## src/rtl/gpio_irq_pkg.sv

```systemverilog
package gpio_irq_pkg;
   localparam int ADDR_W = 4;

   typedef enum logic [ADDR_W-1:0] {
      RA_MASK_SET  = 4'h0,
      RA_MASK_CLR  = 4'h1,
      RA_MASK      = 4'h2,
      RA_STATUS    = 4'h3,
      RA_XMODE_SET = 4'h4,
      RA_XMODE_CLR = 4'h5,
      RA_XMODE     = 4'h6,
      RA_LEVEL_SET = 4'h7,
      RA_LEVEL_CLR = 4'h8,
      RA_LEVEL     = 4'h9,
      RA_POL_SET   = 4'hA,
      RA_POL_CLR   = 4'hB,
      RA_POL       = 4'hC
   } reg_addr_e;
endpackage

```

## src/rtl/gpio_irq_sync.sv

```systemverilog
module gpio_irq_sync #(
   parameter int WIDTH  = 32,
   parameter int STAGES = 2
) (
   input  logic             clk,
   input  logic             rst_n,
   input  logic [WIDTH-1:0] async_i,
   output logic [WIDTH-1:0] sync_o
);
   generate
      if (STAGES < 2) begin : g_bad_stages
         $error("gpio_irq_sync: STAGES must be at least 2");
      end
   endgenerate

   logic [WIDTH-1:0] stage_q [STAGES];

   genvar s;
   generate
      for (s = 0; s < STAGES; s++) begin : g_stage
         always_ff @(posedge clk or negedge rst_n) begin
            if (!rst_n) stage_q[s] <= '0;
            else if (s == 0) stage_q[s] <= async_i;
            else stage_q[s] <= stage_q[(s == 0) ? 0 : s-1];
         end
      end
   endgenerate

   assign sync_o = stage_q[STAGES-1];
endmodule

```

## src/rtl/gpio_irq_setclr.sv

```systemverilog
module gpio_irq_setclr #(
   parameter int WIDTH = 32
) (
   input  logic             clk,
   input  logic             rst_n,
   input  logic             set_stb,
   input  logic             clr_stb,
   input  logic [WIDTH-1:0] bits_i,
   output logic [WIDTH-1:0] q_o
);
   always_ff @(posedge clk or negedge rst_n) begin
      if (!rst_n)       q_o <= '0;
      else if (set_stb) q_o <= q_o | bits_i;
      else if (clr_stb) q_o <= q_o & ~bits_i;
   end


   set_apply_chk: assert property (@(posedge clk) disable iff (!rst_n)
      set_stb |=> ((q_o & $past(bits_i)) == $past(bits_i)));

   clr_apply_chk: assert property (@(posedge clk) disable iff (!rst_n)
      (clr_stb && !set_stb) |=> ((q_o & $past(bits_i)) == '0));

   zero_bits_keep_chk: assert property (@(posedge clk) disable iff (!rst_n)
      (set_stb || clr_stb) |=> ((q_o & ~$past(bits_i)) == ($past(q_o) & ~$past(bits_i))));
endmodule

```

## src/rtl/gpio_irq_detect.sv

```systemverilog
module gpio_irq_detect #(
   parameter int WIDTH = 32
) (
   input  logic             clk,
   input  logic             rst_n,
   input  logic [WIDTH-1:0] sync_i,
   input  logic [WIDTH-1:0] xmode_i,
   input  logic [WIDTH-1:0] level_i,
   input  logic [WIDTH-1:0] polhi_i,
   output logic [WIDTH-1:0] event_o
);
   logic [WIDTH-1:0] prev_q;

   always_ff @(posedge clk or negedge rst_n) begin
      if (!rst_n) prev_q <= '0;
      else        prev_q <= sync_i;
   end

   genvar p;
   generate
      for (p = 0; p < WIDTH; p++) begin : g_pin
         logic rise, fall, act_lvl;
         assign rise    =  sync_i[p] & ~prev_q[p];
         assign fall    = ~sync_i[p] &  prev_q[p];
         assign act_lvl = polhi_i[p] ? sync_i[p] : ~sync_i[p];
         always_comb begin
            if (!xmode_i[p])     event_o[p] = rise | fall;
            else if (level_i[p]) event_o[p] = act_lvl;
            else                 event_o[p] = polhi_i[p] ? rise : fall;
         end
      end
   endgenerate


   edge_pol_chk: assert property (@(posedge clk) disable iff (!rst_n)
      ((event_o & xmode_i & ~level_i & polhi_i & ~sync_i) == '0));
endmodule

```

## src/rtl/gpio_irq_ctrl.sv

```systemverilog
module gpio_irq_ctrl
   import gpio_irq_pkg::*;
#(
   parameter int NPIN   = 32,
   parameter int DATA_W = 32,
   parameter int SYNC_N = 2
) (
   input  logic                 clk,
   input  logic                 rst_n,
   input  logic [NPIN-1:0]      pin_i,
   input  logic                 wr_en,
   input  logic                 rd_en,
   input  logic [ADDR_W-1:0]    addr,
   input  logic [DATA_W-1:0]    wdata,
   output logic [DATA_W-1:0]    rdata,
   output logic                 irq_o
);
   generate
      if (NPIN < 1 || NPIN > DATA_W) begin : g_bad_npin
         $error("gpio_irq_ctrl: NPIN must lie in 1..DATA_W");
      end
   endgenerate

   localparam int NBANK = 4;
   localparam int BK_MASK = 0, BK_XMODE = 1, BK_LEVEL = 2, BK_POL = 3;

   logic [NPIN-1:0] sync_w, ev_w, status_q;
   logic [NPIN-1:0] bank_q [NBANK];
   logic [NPIN-1:0] wbits;
   logic            rd_stat;

   assign wbits   = wdata[NPIN-1:0];
   assign rd_stat = rd_en && (addr == RA_STATUS);

   gpio_irq_sync #(.WIDTH(NPIN), .STAGES(SYNC_N)) u_sync (
      .clk(clk), .rst_n(rst_n), .async_i(pin_i), .sync_o(sync_w));

   localparam logic [ADDR_W-1:0] SET_A [NBANK] = '{RA_MASK_SET, RA_XMODE_SET, RA_LEVEL_SET, RA_POL_SET};
   localparam logic [ADDR_W-1:0] CLR_A [NBANK] = '{RA_MASK_CLR, RA_XMODE_CLR, RA_LEVEL_CLR, RA_POL_CLR};

   genvar b;
   generate
      for (b = 0; b < NBANK; b++) begin : g_bank
         gpio_irq_setclr #(.WIDTH(NPIN)) u_bank (
            .clk(clk), .rst_n(rst_n),
            .set_stb(wr_en && (addr == SET_A[b])),
            .clr_stb(wr_en && (addr == CLR_A[b])),
            .bits_i(wbits), .q_o(bank_q[b]));
      end
   endgenerate

   gpio_irq_detect #(.WIDTH(NPIN)) u_det (
      .clk(clk), .rst_n(rst_n), .sync_i(sync_w),
      .xmode_i(bank_q[BK_XMODE]), .level_i(bank_q[BK_LEVEL]),
      .polhi_i(bank_q[BK_POL]), .event_o(ev_w));

   always_ff @(posedge clk or negedge rst_n) begin
      if (!rst_n) status_q <= '0;
      else        status_q <= (rd_stat ? '0 : status_q) | ev_w;
   end

   assign irq_o = |(status_q & bank_q[BK_MASK]);

   always_comb begin
      rdata = '0;
      if (rd_en) begin
         case (addr)
            RA_STATUS: rdata[NPIN-1:0] = status_q;
            RA_MASK:   rdata[NPIN-1:0] = bank_q[BK_MASK];
            RA_XMODE:  rdata[NPIN-1:0] = bank_q[BK_XMODE];
            RA_LEVEL:  rdata[NPIN-1:0] = bank_q[BK_LEVEL];
            RA_POL:    rdata[NPIN-1:0] = bank_q[BK_POL];
            default:   rdata = '0;
         endcase
      end
   end


   event_wins_chk: assert property (@(posedge clk) disable iff (!rst_n)
      rd_stat |=> ((status_q & $past(ev_w)) == $past(ev_w)));

   read_clears_chk: assert property (@(posedge clk) disable iff (!rst_n)
      rd_stat |=> ((status_q & ~$past(ev_w)) == '0));

   irq_needs_both_chk: assert property (@(posedge clk) disable iff (!rst_n)
      irq_o |-> ((status_q != '0) && (bank_q[BK_MASK] != '0)));

   level_hold_chk: assert property (@(posedge clk) disable iff (!rst_n)
      ((bank_q[BK_XMODE] & bank_q[BK_LEVEL] & bank_q[BK_POL] & sync_w) != '0)
      |=> ((status_q & $past(bank_q[BK_XMODE] & bank_q[BK_LEVEL] & bank_q[BK_POL] & sync_w))
           == $past(bank_q[BK_XMODE] & bank_q[BK_LEVEL] & bank_q[BK_POL] & sync_w)));

   idle_rdata_chk: assert property (@(posedge clk) disable iff (!rst_n)
      !rd_en |-> (rdata == '0));
endmodule

```

## config.mk

```make
export PLATFORM = sky130hd
export DESIGN_NAME = gpio_irq_ctrl
export DESIGN_NICKNAME = d
export VERILOG_FILES = /design/src/rtl/gpio_irq_pkg.sv /design/src/rtl/gpio_irq_sync.sv /design/src/rtl/gpio_irq_setclr.sv /design/src/rtl/gpio_irq_detect.sv /design/src/rtl/gpio_irq_ctrl.sv
export SDC_FILE = /design/constraint.sdc
export NUM_CORES = 1
export LEC_CHECK = 0
export BUFFER_PORTS_ARGS = -buffer_cell sky130_fd_sc_hd__buf_4
export CAP_MARGIN = 20
export CORE_UTILIZATION = 30
export DETAILED_ROUTE_END_ITERATION = 8
export HOLD_SLACK_MARGIN = 0.15
export SLEW_MARGIN = 40
export SYNTH_ARGS = -nofsm -noshare
export SYNTH_HDL_FRONTEND = slang
export SYNTH_HIERARCHICAL = 1
export SYNTH_SLANG_ARGS = --single-unit
```

## constraint.sdc

```tcl
create_clock -name clk -period 2 [get_ports clk]
set_clock_uncertainty 0.15 [all_clocks]
set_input_delay 0.4 -clock clk [delete_from_list [all_inputs] [get_ports clk]]
set_output_delay 0.4 -clock clk [all_outputs]
set_load 0.02 [all_outputs]
```

# Word level (Yosys, flattened, before mapping)
# Index checks and enable logic that the tools add are counted.
[word_totals] register_bits=256 out_inout_bits=33 word_cells=345
[op_classes] eq_ne=12 muxes=139 bitwise=171 n_reduce_logical=15
[ops] op="32-bit two-way mux" n=10
[ops] op="32-bit bitwise AND" n=5
[ops] op="32-bit OR" n=5
[ops] op="32-bit case mux with 5 select lines" n=1
[ops] op="1-bit two-way mux" n=128
[ops] op="1-bit bitwise AND" n=64
[ops] op="1-bit NOT" n=64
[ops] op="32-bit NOT" n=1
[ops] op="1-bit OR" n=32
[ops] op="32-bit OR reduction" n=1
[ops] op="4-bit == test (second input constant)" n=5
[ops] op="4-bit by 3-bit == test with 1-bit output (second input constant)" n=4
[ops] op="1-bit logical AND" n=9
[ops] op="4-bit by 2-bit == test with 1-bit output (second input constant)" n=2
[ops] op="2-bit nonzero test" n=4
[ops] op="4-bit by 1-bit == test with 1-bit output (second input constant)" n=1
[ops] op="4-bit zero test" n=1

# Logic depth before layout (Yosys ltp)
# Gate-level depths: netlist of the first run.
[logic_depth] ltp_word=6 depth_mapped=7 ltp_nobuf=6

# By module
# Netlist of the first run, hierarchy kept.
[by_module_without_submodules] mod="gpio_irq_setclr" n_inst=4 cells_each=102 area_per_inst_um2=1249.9 seq_area_each_um2=800.8
[by_module_without_submodules] mod="gpio_irq_detect" n_inst=1 cells_each=384 area_per_inst_um2=3403.3 seq_area_each_um2=800.8
[by_module_without_submodules] mod="gpio_irq_ctrl" n_inst=1 cells_each=233 area_per_inst_um2=2278.4 seq_area_each_um2=800.8
[by_module_without_submodules] mod="gpio_irq_sync" n_inst=1 cells_each=96 area_per_inst_um2=1841.8 seq_area_each_um2=1601.5

# Least setup slack after synthesis of the first run
# Ideal clock, no wire load.
[synth_path] path_kind="input to output" startpoint="input addr[3]" endpoint="output rdata[13]" t_arrival_ns=1.611 required_ns=1.450 setup_slack_ns=-0.161 cell_stages=6 n_path_buf=3 cell_sequence="buf_4 -> nor4bb_1 -> buf_2 -> buf_6 -> a22oi_1 -> a31oi_1"
[synth_via] elab_chain_len=3 word_cells_on_any_way=7
[synth_lines] element="from (decl)" line="gpio_irq_ctrl.sv:13" text="input logic [ADDR_W-1:0] addr,"
[synth_lines] element="4-bit == test, or another cell as far along" line="gpio_irq_ctrl.sv:67" text="case (addr)"
[synth_lines] element="32-bit case mux with 5 select lines (*)" line="gpio_irq_ctrl.sv:67"
[synth_lines] element="32-bit two-way mux (*)" line="gpio_irq_ctrl.sv:66" text="if (rd_en) begin"
[synth_lines] element="to (decl)" line="gpio_irq_ctrl.sv:15" text="output logic [DATA_W-1:0] rdata,"
# Every way passes the cells marked *; elsewhere a longest branch is shown, timed or not.

# Final worst setup path of the first run
[layout_path] startpoint="register status_q[12]" endpoint="output irq_o"
[layout_via] elab_chain_len=2
[layout_lines] element="from (decl)" line="gpio_irq_ctrl.sv:27" text="logic [NPIN-1:0] sync_w, ev_w, status_q;"
[layout_lines] element="from (signal assigned)" line="gpio_irq_ctrl.sv:59" text="else status_q <= (rd_stat ? '0 : status_q) | ev_w;"
[layout_lines] element="32-bit bitwise AND" line="gpio_irq_ctrl.sv:62" text="assign irq_o = |(status_q & bank_q[BK_MASK]);"
[layout_lines] element="32-bit OR reduction" line="gpio_irq_ctrl.sv:62"
[layout_lines] element="to (decl)" line="gpio_irq_ctrl.sv:16" text="output logic irq_o"
# No other way between the ends.

==> impl_summary.log, run 1 <==
INFO  metric run_status = finished with violations
INFO  metric violations = design-rule violations, negative setup slack
INFO  metric final_antenna_net_count = 0
INFO  metric worst_path_dominant_cell_family = simple AND/OR/NAND/NOR gates
INFO  metric regArea = 6414 um^2
INFO  metric drc = 20
INFO  metric tritoncts.num_buffers = 30
INFO  metric synth_area_per_cell = 11.17 um^2
INFO  metric layout-drive-gt1-share = 0.2785
INFO  metric synthTopCellsByArea = sky130_fd_sc_hd__dfrtp_1, sky130_fd_sc_hd__a22o_1, sky130_fd_sc_hd__ha_1
INFO  metric grt_start_max_net_pins = 47
INFO  metric depth_of_the_cts_h_tree = 1
INFO  metric root_buffer = sky130_fd_sc_hd__clkbuf_16
INFO  metric max_freq = 373.5 MHz
INFO  metric clk_transition_reported_paths = 0.06 ns
INFO  metric place.port_buffers = 104
INFO  metric die_width = 206.3 um
INFO  metric multiInputGateArea = 5286 um^2
INFO  metric post_drt_via_cell_ratio = 5.124
INFO  metric grt.total_usage = 0.1783
INFO  metric max-vdd-ir-drop = 506.5 uV
INFO  metric core.rowCount = 74
INFO  metric worst_ep_arrival = 2.13 ns
INFO  metric antenna_found_initial = 3
INFO  metric setup.worst_path.end_class = output pin
INFO  metric synthCells = 1,121
INFO  metric yosys_warnings = 6
INFO  metric gp_congestion = 0.8451
INFO  metric fillCellCount = 3,891
INFO  metric p_leak = 7.496 nW
INFO  metric startpoint_kind_of_the_worst_setup_timing_path = register
INFO  metric post-route-min-period = 2.677 ns
INFO  metric clock_tree_buf_depth = 3
INFO  metric synth_top_area_frac = 0.5115
INFO  metric syn-cell-area = 12,520 um^2
INFO  metric finish.utilization = 0.4121
INFO  metric final_layout_net_count = 1,510
INFO  metric fin_hold_ws = 0.1939 ns
INFO  metric max_slew.worst_pin.slew = 0.4787 ns
INFO  metric placed_cells_incl_taps = 1,791
INFO  metric dpl.hpwl = 24.56 mm
INFO  metric synth_ff_type = sky130_fd_sc_hd__dfrtp_1
INFO  metric synth_largest_area_cell = sky130_fd_sc_hd__dfrtp_1
INFO  metric crit_path_max_incr_delay = 0.54 ns
INFO  metric timing.slew.headroom = 0.6809
INFO  metric grt_overflow_total = 0
INFO  metric power_density = 899.7 nW/um^2
INFO  metric finalWirelength = 37.82 mm
INFO  metric floorplan.core_area = 41,020 um^2
INFO  metric count_leader_synth = sky130_fd_sc_hd__dfrtp_1
INFO  metric setup_violations = 33
INFO  metric worstSetupPathType = reg -> out
INFO  metric io_count = 105
INFO  metric post_synth_edffs = 0
INFO  metric first_global_vias = 9,949
INFO  metric layoutNonFillerInstCount = 1,930
INFO  metric die_height = 206.3 um
INFO  metric route.vias.total = 9,890
INFO  metric first_iter_violations = 940
INFO  metric rsz0062_at_grt = yes
INFO  metric final-hold-violation-count = 0
INFO  metric holdCritPathClass = reg -> reg
INFO  metric initial_drt_pass_iterations = 8
INFO  metric synth_nets = 1,257
INFO  metric grt_pass1_wl = 58.19 mm
INFO  metric numClockSinks = 256
INFO  metric drt-wirelength-per-cell = 19.60 um
INFO  metric dp_slack = -0.3346 ns
INFO  metric finalMaxSlewViolations = 0
INFO  metric cts_tree = yes
INFO  metric crit_required = 1.45 ns
INFO  metric critical_path.n_buffers_inverters = 1
INFO  metric critical_path.cell_chain = a22oi_1 -> nand4_1 -> or4_4 -> buf_6
INFO  metric async_reset_ff_frac = 1.000
INFO  metric critical_path_peak_fanout = 2
INFO  metric worst_skew_pair.late_latency = 0.56 ns
INFO  metric timing.max_cap.violations = 0
INFO  metric yosys.cell_types.count = 32
INFO  metric start_util = 0.3053
INFO  metric synth-seq-cells = 256
INFO  metric final_critical_path_setup_slack = -0.6772 ns
INFO  metric synth.yosys.seq_area_share = 0.5115
INFO  metric dieArea = 42,570 um^2
INFO  metric final.period_utilization = 1.339
INFO  metric worst_path_max_delay_cell = sky130_fd_sc_hd__or4_4
INFO  metric synthToLayoutAreaGrowth = 34.96%
INFO  metric synth_top_cells_by_count = sky130_fd_sc_hd__dfrtp_1, sky130_fd_sc_hd__nand2_1, sky130_fd_sc_hd__a22o_1, sky130_fd_sc_hd__inv_1, sky130_fd_sc_hd__ha_1
power by group:
part           leakage [nW]  internal [mW]  switching [mW]
Combinational          4.02           1.57            1.24
Sequential             2.97           5.91           0.860
Clock                 0.513           3.40            2.22
Total                  7.50           10.9            4.32
worst reg2reg max path: cells and delay by family, from the launching register on:
kind                       cells  cell delay, ns
adders and majority gates      1            0.14
buffers and inverters          2            0.10
AOI/OAI and AO/OA              3            0.70
DFF                            1            0.38
what timing repair did:
action,4_1_cts,5_1_grt
resized for setup,68,20
hold buffers,65,0
pin swaps,41,19
endpoints found under the hold margin,416,0
buffers inserted,13,10
cloned,4,0
setup endpoints to repair,33,33
layer usage:
layer,global-route usage,vias to the layer above,part of all wire
li1,-,4566,-
met1,0.2425,4956,0.46
met2,0.2901,314,0.46
met3,0.03532,50,0.063
met4,0.04228,4,0.017
met5,0,-,0.00061
cell usage in the layout (no fill, tap or decap), types with 3 or more instances in the layout:
cell,netlist,final
sky130_fd_sc_hd__buf_12,0,26
sky130_fd_sc_hd__a222oi_1,29,29
sky130_fd_sc_hd__dfrtp_2,0,6
sky130_fd_sc_hd__o2111a_1,32,32
sky130_fd_sc_hd__a22oi_2,0,11
sky130_fd_sc_hd__dfrtp_1,256,250
sky130_fd_sc_hd__nor2_2,0,4
sky130_fd_sc_hd__a21oi_2,0,28
sky130_fd_sc_hd__buf_4,38,157
sky130_fd_sc_hd__o21ai_0,32,32
sky130_fd_sc_hd__a22oi_1,52,41
sky130_fd_sc_hd__clkbuf_8,0,9
sky130_fd_sc_hd__clkbuf_16,0,31
sky130_fd_sc_hd__ha_1,64,64
sky130_fd_sc_hd__nand4_1,4,4
sky130_fd_sc_hd__nand2_1,165,164
sky130_fd_sc_hd__buf_6,17,51
sky130_fd_sc_hd__inv_1,128,128
sky130_fd_sc_hd__a21o_1,32,32
sky130_fd_sc_hd__clkinv_2,0,8
sky130_fd_sc_hd__nor3_2,0,3
sky130_fd_sc_hd__dlygate4sd3_1,0,65
sky130_fd_sc_hd__buf_16,0,3
sky130_fd_sc_hd__nor2b_1,32,32
sky130_fd_sc_hd__a22o_1,128,128
sky130_fd_sc_hd__a311oi_2,32,32
final timing paths:
kind | startpoint | end | slack, ns | cells past startpoint
setup / recovery | status_q[12]$_DFF_PN0_ | irq_o | -0.68 | 4
hold / removal | u_sync/stage_q[41]$_DFF_PN0_ | u_sync/sync_o[9]$_DFF_PN0_ | 0.19 | 0
setup reg to reg | u_det/prev_q[17]$_DFF_PN0_ | status_q[17]$_DFF_PN0_ | 0.46 | 6
hold reg to reg | u_sync/stage_q[41]$_DFF_PN0_ | u_sync/sync_o[9]$_DFF_PN0_ | 0.19 | 0
max in group asynchronous | rst_n | async pin | 0.86 | 3
min in group asynchronous | rst_n | u_det/prev_q[19]$_DFF_PN0_ | 0.21 | 2
per-stage QoR:
stage	TNS (ns)	cell area [um^2]	total power, mW
after floorplan	-0.05138	12710	8.142
after global placement	-9.074	14700	9.258
after detailed placement	-8.760	14700	9.342
after CTS	-10.11	16810	15.28
after global routing	-11.27	16900	15.91
final	-9.310	16900	15.21
layout make-up:
type / instances / share of cell area
clock inverters: 13 / 0.007329
multi-input cells: 655 / 0.3128
diodes: 1 / 0.0001481
well taps: 532 / 0.03938
inverters: 128 / 0.02843
flip-flops and latches: 256 / 0.3795
clock buffers: 42 / 0.05367
repair buffers: 303 / 0.1788
cell families (layout without fill, tap and decap cells):
group	after synthesis	in the layout	synth area share
compound gates	371	371	0.2577
fa+ha+maj	64	64	0.06394
buf+inv	210	486	0.08702
flops	256	256	0.5115
other cells	0	1	0
simple gates	220	220	0.07983
Note: power is estimated with default switching activity, not from simulation.
==> inputs of run 2 (changes only) <==
--- a/config.mk
+++ b/config.mk
@@ -10,6 +10,7 @@
 export CORE_UTILIZATION = 30
 export DETAILED_ROUTE_END_ITERATION = 8
 export HOLD_SLACK_MARGIN = 0.15
+export RECOVER_POWER = 25
 export SLEW_MARGIN = 40
 export SYNTH_ARGS = -nofsm -noshare
 export SYNTH_HDL_FRONTEND = slang
==> run 2 against run 1 <==
Compared with the run above: the flow still finishes with violations (design-rule violations, negative setup slack); utilization hardly changed; routed wire length is 0.40% lower; sequential power hardly changed; worst setup slack worse by 0.0034 ns; global-route usage stayed put; combinational power hardly changed; non-clock buffer count stayed put; first-iteration DRC count is 8.3% lower; count of clock-buffer cells in the layout stayed put; total power hardly changed; clock power hardly changed; maximum frequency is 0.13% lower; critical path type unchanged; largest power group unchanged.
==> impl_summary.log, run 2 (same netlist as run 1, synthesis figures left out) <==
INFO  metric run_status = finished with violations
INFO  metric violations = design-rule violations, negative setup slack
INFO  metric depth_of_the_cts_h_tree = 1 (unchanged)
INFO  metric clock_tree_buf_depth = 3 (unchanged)
INFO  metric final_critical_path_setup_slack = -0.6806 ns (-0.003418 ns)
INFO  metric holdCritPathClass = reg -> reg
INFO  metric max_freq = 373.0 MHz (-0.13%)
INFO  metric place.port_buffers = 104 (unchanged)
INFO  metric timing.max_cap.violations = 0 (unchanged)
INFO  metric postPlaceCellArea = 14,700 um^2 (unchanged)
INFO  metric first_iter_violations = 862 (-8.3%)
INFO  metric max-vdd-ir-drop = 505.0 uV (-0.29%)
INFO  metric worst_skew_pair.late_latency = 0.55 ns (about the same)
INFO  metric numClockSinks = 256 (unchanged)
INFO  metric timing.critical_path.to = irq_o
INFO  metric drc = 10 (-50%)
INFO  metric io_count = 105 (unchanged)
INFO  metric p_leak = 7.486 nW (-0.13%)
INFO  metric critical_path.reg2reg.endpoint = status_q[17]$_DFF_PN0_
INFO  metric timing.slew.headroom = 0.01601 (-0.6649)
INFO  metric rsz0062_at_grt = yes
INFO  metric crit_path_start = status_q[12]$_DFF_PN0_
INFO  metric crit_required = 1.45 ns (about the same)
INFO  metric final_antenna_net_count = 0 (unchanged)
INFO  metric antenna_cells_inserted = 0 (-1)
INFO  metric final_cell_area = 16,890 um^2 (about the same)
INFO  metric die_width = 206.3 um (unchanged)
INFO  metric post-route-min-period = 2.681 ns (+0.003418 ns)
INFO  metric grt_overflow_total = 0 (unchanged)
INFO  metric critical_path_peak_fanout = 2 (unchanged)
INFO  metric setup_violations = 33 (unchanged)
INFO  metric root_buffer = sky130_fd_sc_hd__clkbuf_16
INFO  metric grt.total_usage = 0.1783 (unchanged)
INFO  metric layout_commonest_cell = sky130_fd_sc_hd__dfrtp_1
INFO  metric layout-drive-gt1-share = 0.2785 (unchanged)
INFO  metric worstSetupPathType = reg -> out
INFO  metric drt-wirelength-per-cell = 19.53 um (-0.35%)
INFO  metric gp_congestion = 0.8451 (unchanged)
INFO  metric worst_reg2reg_startpoint = u_det/prev_q[17]$_DFF_PN0_
INFO  metric antenna_found_initial = 3 (unchanged)
INFO  metric initial_drt_pass_iterations = 8 (unchanged)
INFO  metric finalMaxSlewViolations = 0 (unchanged)
INFO  metric final-hold-violation-count = 0 (unchanged)
INFO  metric floorplan.core_area = 41,020 um^2 (unchanged)
INFO  metric dpl.hpwl = 24.56 mm (unchanged)
INFO  metric grt_pass1_wl = 58.19 mm (unchanged)
INFO  metric dieArea = 42,570 um^2 (unchanged)
INFO  metric grt_start_max_net_pins = 47 (unchanged)
INFO  metric tritoncts.num_buffers = 30 (unchanged)
INFO  metric worst_ep_arrival = 2.13 ns (about the same)
INFO  metric finalWirelength = 37.67 mm (-0.40%)
INFO  metric final_cell_mix = sky130_fd_sc_hd__dfrtp_1, sky130_fd_sc_hd__nand2_1, sky130_fd_sc_hd__a22o_1, sky130_fd_sc_hd__inv_1, sky130_fd_sc_hd__buf_4
INFO  metric clk_transition_reported_paths = 0.06 ns (about the same)
INFO  metric startpoint_kind_of_the_worst_setup_timing_path = register
INFO  metric power_density = 899.5 nW/um^2 (about the same)
INFO  metric start_util = 0.3053 (unchanged)
INFO  metric post_drt_via_cell_ratio = 5.107 (-0.34%)
INFO  metric fin_setup_tns = -9.266 ns (+0.04361 ns)
INFO  metric setup.worst_path.end_class = output pin
INFO  metric synthToLayoutAreaGrowth = 34.86% (about the same)
INFO  metric r2r_setup_slack = 0.46 ns (about the same)
INFO  metric cts_tree = yes
INFO  metric route.vias.total = 9,851 (-0.39%)
INFO  metric max_slew.worst_pin.slew = 1.476 ns (+0.9973 ns)
INFO  metric fin_hold_ws = 0.1938 ns (-0.00004100 ns)
INFO  metric die_height = 206.3 um (unchanged)
INFO  metric first_global_vias = 9,949 (unchanged)
INFO  metric final_layout_net_count = 1,510 (unchanged)
INFO  metric final.period_utilization = 1.340 (+0.001709)
INFO  metric core.rowCount = 74 (unchanged)
INFO  metric ff2ff_path_depth = 6 (unchanged)
[run 2: changes by cell type in the layout (fill, tap and decap cells not counted)]
cell                       change
sky130_fd_sc_hd__buf_4        -32
sky130_fd_sc_hd__diode_2       -1
sky130_fd_sc_hd__clkbuf_4     +32
sky130_fd_sc_hd__clkbuf_2      +1
sky130_fd_sc_hd__buf_8         -1
[run 2: layer usage]
layer	routed length, um	vias to the layer above	GRT usage	share of wire
li1	-	4565	-	-
met1	17180	4913	0.2425	0.46
met2	17390	314	0.2901	0.46
met3	2436	55	0.03532	0.065
met4	646	4	0.04228	0.017
met5	23	-	0	0.00061
[run 2: repair_timing]
action | in CTS | in global routing
hold buffers | 65 | 0
gates cloned | 4 | 0
endpoints found under the hold margin | 416 | 0
buffers inserted | 13 | 10
pin swaps | 41 | 19
setup endpoints to repair | 33 | 33
gates resized for setup | 68 | 20
[run 2: worst min path at each step]
stage,depth (start not counted),slack (ns),start,to
final,0,0.19,u_sync/stage_q[41]$_DFF_PN0_,u_sync/sync_o[9]$_DFF_PN0_
after detailed placement,0,0.18,u_sync/stage_q[34]$_DFF_PN0_,u_sync/sync_o[2]$_DFF_PN0_
after global placement,0,0.18,u_sync/stage_q[42]$_DFF_PN0_,u_sync/sync_o[10]$_DFF_PN0_
after floorplan,0,-0.05,rst_n,async pin
after CTS,0,0.20,u_sync/stage_q[41]$_DFF_PN0_,u_sync/sync_o[9]$_DFF_PN0_
after global routing,0,0.20,u_sync/stage_q[41]$_DFF_PN0_,u_sync/sync_o[9]$_DFF_PN0_
[run 2: stage by stage]
stage          setup slack, ns  cells  total power [mW]  utilization
3_5_place_dp           -0.3346   1791             9.342       0.3584
3_3_place_gp           -0.3141   1791             9.258       0.3584
2_1_floorplan         -0.03656   1121             8.142            -
4_1_cts                -0.7186   1923             15.28       0.4100
5_1_grt                -0.7256   1929             15.91       0.4118
6_report               -0.6806   1929             15.19       0.4118
[run 2: power breakdown]
group,internal [mW],switching [mW]
Sequential,5.91,0.860
Combinational,1.56,1.23
Clock,3.40,2.22
[run 2: worst max-delay path, stage by stage, from the launching register on]
cell	delay (ns)
sky130_fd_sc_hd__dfrtp_1	0.45
sky130_fd_sc_hd__a22oi_1	0.28
sky130_fd_sc_hd__nand4_1	0.15
sky130_fd_sc_hd__or4_4	0.54
sky130_fd_sc_hd__buf_6	0.16
[run 2: layout make-up]
cell class	count	area, um^2
fill	3893	24130
sequential	256	6414
multi-input combinational	655	5286
timing repair buffer	303	3012
clock buffer	42	907.1
tap	532	665.6
inverter	128	480.5
clock inverter	13	123.9
